==> src/rtl/irq_pkg.sv <==
package irq_pkg;
  localparam int unsigned STAT_W = 24;
  localparam int unsigned IC_BIT = 0;
  localparam int unsigned WD_BIT = 5;
  // implemented positions: 23,22,21,19,17,16,15,14,13,12,11,5,4,3,2,0
  localparam logic [STAT_W-1:0] VALID_BITS = 24'hEBF83D;
  localparam logic [STAT_W-1:0] RESET_STAT = 24'h000001;
  typedef enum logic [1:0] {
    PIN_LVL_LO  = 2'b00,
    PIN_LVL_HI  = 2'b01,
    PIN_EDGE_LO = 2'b10,
    PIN_EDGE_HI = 2'b11
  } pin_mode_t;
endpackage

==> src/rtl/wdt_clear_gate.sv <==
module wdt_clear_gate (
  input  logic clk,
  input  logic rst_n,
  input  logic energy_rd,
  input  logic clr_try,
  input  logic wd_event,
  output logic clr_ok
);
  logic armed;
  always_ff @(posedge clk) begin
    if (!rst_n) armed <= 1'b0;
    else        armed <= energy_rd | (armed & ~clr_try & ~wd_event);
  end
  assign clr_ok = armed;
endmodule

==> src/rtl/status_bits.sv <==
module status_bits
  import irq_pkg::*;
#(
  parameter int unsigned W = STAT_W
) (
  input  logic         clk,
  input  logic         rst_n,
  input  logic [W-1:0] evt_set,
  input  logic         wr_en,
  input  logic [W-1:0] wr_data,
  input  logic         bad_cmd,
  input  logic         port_init,
  input  logic         wd_clr_ok,
  output logic [W-1:0] stat_q
);
  logic [W-1:0] stat_r;

  for (genvar i = 0; i < W; i++) begin : g_bit
    if (!VALID_BITS[i]) begin : g_res
      assign stat_r[i] = 1'b0;
    end else if (i == IC_BIT) begin : g_ic
      logic q;
      always_ff @(posedge clk) begin
        if (!rst_n)         q <= RESET_STAT[i];
        else if (bad_cmd)   q <= 1'b0;
        else if (port_init) q <= 1'b1;
      end
      assign stat_r[i] = q;
    end else begin : g_gen
      logic q;
      logic clr;
      if (i == WD_BIT) begin : g_wd
        assign clr = wr_en & wr_data[i] & wd_clr_ok;
      end else begin : g_norm
        assign clr = wr_en & wr_data[i];
      end
      always_ff @(posedge clk) begin
        if (!rst_n) q <= RESET_STAT[i];
        else        q <= evt_set[i] | (q & ~clr);
      end
      assign stat_r[i] = q;
    end
  end

  assign stat_q = stat_r;
endmodule

==> src/rtl/irq_pin_gen.sv <==
module irq_pin_gen
  import irq_pkg::*;
(
  input  logic      clk,
  input  logic      rst_n,
  input  logic      cond,
  input  pin_mode_t mode,
  output logic      pin
);
  logic cond_d;
  logic rise;
  always_ff @(posedge clk) begin
    if (!rst_n) cond_d <= 1'b0;
    else        cond_d <= cond;
  end
  assign rise = cond & ~cond_d;
  always_comb begin
    unique case (mode)
      PIN_LVL_LO:  pin = ~cond;
      PIN_LVL_HI:  pin = cond;
      PIN_EDGE_LO: pin = ~rise;
      default:     pin = rise;
    endcase
  end
endmodule

==> src/rtl/irq_status_ctrl.sv <==
module irq_status_ctrl
  import irq_pkg::*;
#(
  parameter int unsigned W = STAT_W
) (
  input  logic         clk,
  input  logic         rst_n,
  input  logic [W-1:0] evt_set,
  input  logic         bad_cmd,
  input  logic         port_init,
  input  logic         energy_rd,
  input  logic         wr_en,
  input  logic [W-1:0] wr_data,
  input  logic         mask_wr_en,
  input  logic [W-1:0] mask_wr_data,
  input  logic [1:0]   irq_mode,
  output logic [W-1:0] status_q,
  output logic [W-1:0] mask_q,
  output logic         irq_pin
);
  localparam logic [W-1:0] POL = W'(1) << IC_BIT;

  logic [W-1:0] mask_r;
  logic [W-1:0] active;
  logic         wd_ok;
  logic         cond;

  always_ff @(posedge clk) begin
    if (!rst_n)          mask_r <= '0;
    else if (mask_wr_en) mask_r <= mask_wr_data & VALID_BITS;
  end

  wdt_clear_gate u_wdg (
    .clk      (clk),
    .rst_n    (rst_n),
    .energy_rd(energy_rd),
    .clr_try  (wr_en & wr_data[WD_BIT]),
    .wd_event (evt_set[WD_BIT]),
    .clr_ok   (wd_ok)
  );

  status_bits #(.W(W)) u_stat (
    .clk      (clk),
    .rst_n    (rst_n),
    .evt_set  (evt_set),
    .wr_en    (wr_en),
    .wr_data  (wr_data),
    .bad_cmd  (bad_cmd),
    .port_init(port_init),
    .wd_clr_ok(wd_ok),
    .stat_q   (status_q)
  );

  assign active = (status_q ^ POL) & VALID_BITS;
  assign cond   = |(active & mask_r);

  irq_pin_gen u_pin (
    .clk  (clk),
    .rst_n(rst_n),
    .cond (cond),
    .mode (pin_mode_t'(irq_mode)),
    .pin  (irq_pin)
  );

  assign mask_q = mask_r;
endmodule

==> config.mk <==
export PLATFORM = sky130hd
export DESIGN_NAME = irq_status_ctrl
export DESIGN_NICKNAME = d
export VERILOG_FILES = /design/src/rtl/irq_pkg.sv /design/src/rtl/wdt_clear_gate.sv /design/src/rtl/status_bits.sv /design/src/rtl/irq_pin_gen.sv /design/src/rtl/irq_status_ctrl.sv
export SDC_FILE = /design/constraint.sdc
export NUM_CORES = 1
export LEC_CHECK = 0
export ABC_CLOCK_PERIOD_IN_PS = 1300
export BUFFER_PORTS_ARGS = -buffer_cell sky130_fd_sc_hd__buf_2
export CAP_MARGIN = 20
export CORE_MARGIN = 1
export CORE_UTILIZATION = 35
export CTS_CLUSTER_DIAMETER = 100
export DETAILED_ROUTE_END_ITERATION = 6
export PLACE_DENSITY = 0.73
export RECOVER_POWER = 50
export SLEW_MARGIN = 20
export SYNTH_ARGS = -nofsm -noshare
export SYNTH_HDL_FRONTEND = slang
export SYNTH_SLANG_ARGS = --single-unit
==> constraint.sdc <==
create_clock -name clk -period 1.3 [get_ports clk]
set_input_delay 0.26 -clock clk [delete_from_list [all_inputs] [get_ports clk]]
set_output_delay 0.26 -clock clk [all_outputs]
set_load 0.01 [all_outputs]
=== Yosys cells after proc, flatten, opt, wreduce, memory -nomap -nowiden ===
Index checks and enable logic that the tools add are counted.

* Register bits after elaboration: 34
* Bits of input ports: 81
* Output and inout port bits: 49
* Word-level logic and storage cells: 99

* Equality and inequality tests: 2
* Mux-type cells: 3
* Bitwise logic cells: 72
* Reductions and logical operators: 3

{| class="wikitable"
|+ Operators by type and width
! operator !! number
|-
| $and A1 B1 Y1 || 34
|-
| $and A24 B24 Y24 || 1
|-
| $reduce_or A24 Y1 || 1
|-
| $not A1 Y1 || 21
|-
| $or A1 B1 Y1 || 16
|-
| $pmux W1 S3 || 1
|-
| $eq A2 B1 Y1 const B || 1
|-
| $eq A2 B2 Y1 const B || 1
|-
| $logic_not A2 Y1 || 1
|-
| $mux W1 || 2
|-
| $reduce_bool A2 Y1 || 1
|}

=== Longest topological paths before layout ===
Gate-level depths: netlist (run 1).

* Depth in word-level cells: 6
* Depth in mapped cells: 5
* Mapped depth without buffers: 5

=== Cells and area by module ===
From an unflattened synthesis (run 1), not the netlist that was laid out.

* Cell total of the unflattened synthesis: 168
* Area total of the unflattened synthesis: 1,609.0 um2

{| class="wikitable"
|+ Modules (own cells, without submodules)
! module !! times used !! cells an instance !! area an instance (um2) !! sequential area each (um2)
|-
| irq_status_ctrl || 1 || 71 || 765.7 || 320.3
|-
| status_bits || 1 || 90 || 757.0 || 320.3
|-
| irq_pin_gen || 1 || 4 || 46.3 || 20.0
|-
| wdt_clear_gate || 1 || 3 || 40.0 || 20.0
|}

=== Least setup slack after synthesis (run 1) ===
OpenSTA, ideal clock, no wires.

* Kind: reg-to-output
* From: register mask_r[14] (netlist: mask_q[14])
* To: output port irq_pin
* Data arrival time: 1.195 ns
* Data required time: 1.040 ns
* Path slack: -0.155 ns
* Stages on the path, launching flop included: 6
* Path buffers: 0
* Cell sequence: dfxtp_1 > a22o_1 > a221oi_2 > and4_1 > a21oi_1 > xnor2_1

* Cells in the longest elaborated chain, start to end: 5
* Elaborated cells between the ends (all ways): 6
* Classes of those cells: 1 x mux; 4 x bitwise; 1 x reduce/logical

{| class="wikitable"
|+ RTL lines
! element !! line !! source
|-
| start: declaration || irq_status_ctrl.sv:23 || <nowiki>logic [W-1:0] mask_r;</nowiki>
|-
| start signal: assignment || irq_status_ctrl.sv:30 || <nowiki>else if (mask_wr_en) mask_r <= mask_wr_data & VALID_BITS;</nowiki>
|-
| $and A24 B24 Y24 (*) || irq_status_ctrl.sv:55 || <nowiki>assign cond = |(active & mask_r);</nowiki>
|-
| $reduce_or A24 Y1 (*) || irq_status_ctrl.sv:55 ||
|-
| $and A1 B1 Y1 || irq_pin_gen.sv:16 || <nowiki>assign rise = cond & ~cond_d;</nowiki>
|-
| $not A1 Y1 || irq_pin_gen.sv:21 || <nowiki>PIN_EDGE_LO: pin = ~rise;</nowiki>
|-
| $pmux W1 S3 (*) || irq_pin_gen.sv:18 || <nowiki>unique case (mode)</nowiki>
|-
| end: declaration || irq_status_ctrl.sv:19 || <nowiki>output logic irq_pin</nowiki>
|}

Mark *: on every way between the ends. The rest lies on a longest branch, timed or not.

=== Worst setup path after layout (run 1) ===
* From: register mask_r[13] (netlist: mask_q[13])
* To: output port irq_pin

Same word-level chain as after synthesis.

==> results of run 1 <==
layout make-up:
type,count,area (µm²),area share
well taps,52,65.06,0.02948
clock buffers,7,76.32,0.03458
inverters,2,7.507,0.003401
repair buffers,116,661.9,0.2999
flip-flops and latches,34,688.2,0.3118
multi-input cells,109,708.2,0.3209
flip-flops by register name (all words and copies together), names as in the netlist:
register	cells
mask_q	16
u_stat.g_bit.g_gen.q	15
u_pin.cond_d	1
u_stat.g_bit.g_ic.q	1
u_wdg.clr_ok	1
per-layer routing:
layer	routed length, µm	share of wire	vias up	GRT usage
li1	-	-	708	-
met1	1488	0.42	614	0.1805
met2	1904	0.53	49	0.2805
met3	172	0.048	2	0.03052
met4	14	0.0039	0	0.05442
met5	0	0	-	0
cells by family after synthesis:
logic type | after synthesis | share of synthesized area
and+or+nand+nor | 49 | 0.1690
buffers and inverters | 41 | 0.1753
DFF | 34 | 0.4257
AOI/OAI and AO/OA | 27 | 0.1221
muxes | 16 | 0.1002
xor gates and xnor gates | 1 | 0.005478
other | 1 | 0.002345
what timing repair did:
| action | 4_1_cts | 5_1_grt |
|---|---|---|
| hold buffers | 0 | 0 |
| pin swaps | 3 | 1 |
| endpoints found under the setup margin | 1 | 1 |
| gates cloned | 0 | 0 |
| gates resized for setup | 0 | 1 |
placed cells by master (no fill, tap or decap), types with 2 or more instances in the layout:
cell type | synthesis | final
buf_2 | 2 | 86
a21oi_1 | 16 | 15
dfxtp_2 | 0 | 6
a221oi_2 | 4 | 4
clkbuf_1 | 4 | 3
mux2i_1 | 16 | 16
nor2b_1 | 32 | 32
inv_1 | 2 | 2
conb_1 | 1 | 16
buf_4 | 33 | 26
dfxtp_1 | 34 | 28
clkbuf_8 | 0 | 5
a22o_1 | 4 | 4
nand2_1 | 14 | 14
worst max-delay path, cell delays in order (launching register included):
cell and delay (ns):
dfxtp_2 0.32, a22o_1 0.26, a221oi_2 0.20, and4_4 0.26, a21oi_2 0.05, xnor2_2 0.12, buf_2 0.13
through the flow:
step | total power, mW | utilization | setup slack (ns)
finish | 2.359 | 0.5034 | -0.5594
floorplan | 1.498 | - | -0.1386
CTS | 2.405 | 0.5066 | -0.6018
global placement | 1.681 | 0.4892 | -0.3260
detailed placement | 1.691 | 0.4892 | -0.3113
global route | 2.510 | 0.5034 | -0.6507
power by group through the flow:
stage	Sequential (mW)	Combinational, mW	Clock, mW
2_1_floorplan	1.20	0.299	0
3_5_place_dp	1.18	0.507	0
6_report	1.16	0.502	0.696
5_1_grt	1.17	0.558	0.782
3_3_place_gp	1.18	0.500	0
4_1_cts	1.16	0.509	0.735
final timing paths:
path / slack [ns] / endpoint / depth (start not counted)
max: -0.56 / irq_pin / 6
min: 0.19 / u_stat.g_bit[0].g_ic.q / 2
max reg2reg: 0.12 / u_pin.cond_d / 4
min reg2reg: 0.54 / mask_q[2] / 2
==> summary.txt, run 1 <==
Synth
  – Netlist Area Pre-Place: 1599 µm²
  – Synth Register Bits: 34
  – Post-synth EDFFs: 0
  – FFs w/ async S/R, synth: 0
  – Mean Syn Cell Area: 9.462 µm²
  – Synth unique cells: 19
  – Area contributors post-synth: dfxtp_1 43%, buf_4 15%, nor2b_1 13%
  – Synth top cells by count: 34 x dfxtp_1, 33 x buf_4, 32 x nor2b_1, 16 x a21oi_1, 16 x mux2i_1
  – Top cell type's share of synthesized area: 0.4257
  – Cells after Synth: 169
  – Largest area contributor in the netlist: dfxtp_1
  – Synth Flop Type: dfxtp_1
  – Seq/Total Area, Yosys: 0.4257
  – Synth Warn #: 0
  – Most frequent cell after synthesis: dfxtp_1

Global routing
  – Vias in the first global route: 1376
  – GRT Total Usage: 0.1551
  – Antenna violations before repair: 0
  – First-pass GRT wire length: 5961 µm
  – Grt ovf: 0
  – Largest net degree at the start of global routing: 19

Detailed routing
  – Drt drc: 0
  – Avg WL per Cell: 11.18 µm
  – Final ANT Viol Nets: 0
  – Pre-antenna DRT Iters: 4
  – Drt initial violations: 48
  – DR vias: 1373
  – Final WL: 3579 µm
  – Vias per inst: 4.291

Final layout
  – Layout cells sized above 1: 0.4963
  – Fin cells: 320
  – Final #Nets: 349
  – Cell area after layout: 2207 µm²
  – FILL cells: 423
  – P&R area growth vs syn: 38.03%
  – # diodes: 0

Clock tree
  – CTS tree: done
  – CTS Buffer Depth: 2
  – Num CTS Buffers: 5
  – Number of H-tree levels: 2
  – Clk root buf: clkbuf_8
  – Worst-Skew Late Latency: 0.27 ns
  – CTS clk-pin slew, worst paths: 0.06 ns
  – Setup bufs post-CTS: 0
  – Clock Sinks: 34

Hold path
  – Min-delay worst type: in -> reg
  – Hold Startpoint: bad_cmd

Timing
  – Relative slew slack: 0.4726
  – Fin Hold WS: 0.1862 ns
  – Final worst setup slack: -0.5594 ns
  – Final Cycle Share: 1.430
  – Skew final: 0.002188 ns
  – Post-Route Setup TNS: -0.5594 ns
  – Unrepaired setup endpoints after global routing: true
  – Fmax: 0.5378 GHz
  – Final Max Tran Viols: 0
  – Endpoints failing hold: 0
  – Period minus WS final: 1.859 ns
  – Slew @ Worst Pin: 0.7911 ns
  – Endpoints failing setup: 1

Critical path
  – Startpoint types: register
  – Crit path kind: reg -> out
  – Crit end category: output pin
  – Data arrival, critical path: 1.60 ns
  – Largest fanout on the critical path: 2
  – Origin of the critical flop-to-flop path: mask_q[13]
  – Critical path origin: mask_q[13]
  – Critical Path RT: 1.04 ns

Die
  – Core area: 4384 µm²
  – Total die area: 4843 µm²
  – Horiz. Die Dim: 69.59 µm
  – Row count: 24
  – I/O pin total: 130
  – Die H: 69.59 µm
  – Starting Density: 0.3647

Power and ir drop
  – Clock Power Share: 0.295
  – Pwr Density: 1069 nW/µm²
  – NetSw: 0.5970 mW
  – Combinational power share: 0.213
  – Leakage: 1.167 nW
  – Pint: 1.762 mW
  – Sequential power share: 0.492
  – Worst VDD drop: 0.5494 mV
  – Sw Ratio: 0.2531

Placed design
  – PortBufs: 87
  – Routability cong.: 0.6999
  – Final HPWL DP: 2787 µm
  – Placed cell area: 2145 µm²
  – Inst Count DP: 313

Outcome
  – Status: finished, violations left
  – Failing checks: setup timing

Job
  – Max Cap Viol: 0
Power figures use the tool's default switching activity.
==> run 2, diff against run 1 <==
- SKIP_CTS_REPAIR_TIMING: not set -> 1
==> summary.txt, run 2 (synthesis gave the netlist of run 1 again) <==
Die
  – Core area: 4384 µm² (unchanged)
  – I/O pin total: 130 (unchanged)
  – Total die area: 4843 µm² (unchanged)
  – Row count: 24 (unchanged)
  – Die H: 69.59 µm (unchanged)
  – Starting Density: 0.3647 (unchanged)
  – Horiz. Die Dim: 69.59 µm (unchanged)

Global routing
  – Vias in the first global route: 1376 (unchanged)
  – Grt ovf: 0 (unchanged)
  – Largest net degree at the start of global routing: 19 (unchanged)
  – GRT Total Usage: 0.1545 (-0.0006167)
  – First-pass GRT wire length: 5947 µm (-0.23%)
  – Antenna violations before repair: 0 (unchanged)

Clock tree
  – Number of H-tree levels: 2 (unchanged)
  – Worst-Skew Late Latency: 0.27 ns (about the same)
  – Clock Sinks: 34 (unchanged)
  – CTS Buffer Depth: 2 (unchanged)
  – CTS tree: done
  – Clk root buf: clkbuf_8
  – CTS clk-pin slew, worst paths: 0.06 ns (about the same)
  – Num CTS Buffers: 5 (unchanged)

Timing
  – Post-Route Setup TNS: -0.5547 ns (+0.004712 ns)
  – Slew @ Worst Pin: 0.7884 ns (-0.002747 ns)
  – Endpoints failing hold: 0 (unchanged)
  – Skew final: 0.001834 ns (-0.0003546 ns)
  – Final worst setup slack: -0.5547 ns (+0.004712 ns)
  – Final Cycle Share: 1.427 (-0.003625)
  – Unrepaired setup endpoints after global routing: true
  – Final Max Tran Viols: 0 (unchanged)
  – Endpoints failing setup: 1 (unchanged)
  – Fmax: 0.5392 GHz (+0.25%)
  – Relative slew slack: 0.4744 (+0.001831)
  – Period minus WS final: 1.855 ns (-0.004712 ns)

Hold path
  – Min-Delay Path Depth: 2 (unchanged)
  – Min-delay worst type: in -> reg

Outcome
  – Failing checks: setup timing
  – Status: finished, violations left

Final layout
  – Layout cells sized above 1: 0.4963 (unchanged)
  – Cell area after layout: 2207 µm² (unchanged)
  – P&R area growth vs syn: 38.03% (unchanged)
  – Fin cells: 320 (unchanged)
  – # diodes: 0 (unchanged)
  – Final #Nets: 349 (unchanged)
  – Commonest non-fill, non-tap cell in the layout: buf_2
  – Most frequent cells in the layout: 86 x buf_2, 32 x nor2b_1, 28 x dfxtp_1
  – FILL cells: 423 (unchanged)
  – Largest register FFs: 16 (unchanged)

Critical path
  – Crit end category: output pin
  – Crit path kind: reg -> out
  – Critical Path RT: 1.04 ns (about the same)
  – Register-to-Register Path Depth: 4 (unchanged)
  – Data arrival, critical path: 1.59 ns (about the same)
  – Largest fanout on the critical path: 2 (unchanged)
  – Startpoint types: register

Power and ir drop
  – Clock Power Share: 0.295 (about the same)
  – Sequential power share: 0.492 (about the same)
  – Sw Ratio: 0.2529 (about the same)
  – Pint: 1.762 mW (about the same)
  – Worst VDD drop: 0.5499 mV (about the same)
  – Combinational power share: 0.213 (about the same)
  – Leakage: 1.167 nW (unchanged)
  – Total power draw: 2.358 mW (about the same)
  – NetSw: 0.5962 mW (-0.13%)
  – Pwr Density: 1068 nW/µm² (about the same)

Detailed routing
  – Final WL: 3578 µm (about the same)
  – Vias per inst: 4.300 (+0.22%)
  – Drt drc: 0 (unchanged)
  – Final ANT Viol Nets: 0 (unchanged)
  – Drt initial violations: 44 (-8.3%)
  – DR vias: 1376 (+0.22%)
  – Pre-antenna DRT Iters: 3 (-1)
  – Avg WL per Cell: 11.18 µm (about the same)

Placed design
  – Placed cell area: 2145 µm² (unchanged)
  – PortBufs: 87 (unchanged)
  – Worst Setup Slack post-DPL: -0.3113 ns (unchanged)
  – Final HPWL DP: 2787 µm (unchanged)
  – Routability cong.: 0.6999 (unchanged)
  – Inst Count DP: 313 (unchanged)

Job
  – Max Cap Viol: 0 (unchanged)
[run 2: power groups by stage]
stage / registers, mW / logic, mW / clock network (mW)
3_5_place_dp: 1.18 / 0.507 / 0
2_1_floorplan: 1.20 / 0.299 / 0
3_3_place_gp: 1.18 / 0.500 / 0
5_1_grt: 1.17 / 0.558 / 0.782
4_1_cts: 1.16 / 0.509 / 0.735
6_report: 1.16 / 0.502 / 0.695
[run 2: routing by layer]
layer | wire (µm) | global-route usage
met1 | 1496 | 0.1805
met2 | 1895 | 0.2783
met3 | 172 | 0.03052
met4 | 14 | 0.05442
met5 | 0 | 0
[run 2: worst paths after layout]
path	slack, ns	endpoint	startpoint
worst max-delay path	-0.55	irq_pin	u_stat.g_bit[13].g_gen.q
worst min-delay path	0.19	u_stat.g_bit[0].g_ic.q	bad_cmd
worst max register to register	0.12	u_pin.cond_d	u_stat.g_bit[13].g_gen.q
worst min register to register	0.54	mask_q[2]	mask_q[2]
[run 2: layout make-up]
class | instances | area (µm²) | share of cell area
inverter | 2 | 7.507 | 0.003401
tap | 52 | 65.06 | 0.02948
multi-input combinational | 109 | 708.2 | 0.3209
sequential | 34 | 688.2 | 0.3118
clock buffer | 7 | 76.32 | 0.03458
timing repair buffer | 116 | 661.9 | 0.2999
[run 2: through the flow]
stage	hold WS (ns)	utilization
floorplan	0.3714	-
finish	0.1868	0.5034
global placement	0.4635	0.4892
CTS	0.1705	0.5066
detailed placement	0.4645	0.4892
global route	0.1908	0.5034
[run 2: worst max-delay path: stages, from the launching register on]
cell and delay, ns:
dfxtp_1 0.31, a22o_1 0.26, a221oi_2 0.19, and4_4 0.26, a21oi_2 0.05, xnor2_2 0.12, buf_2 0.13
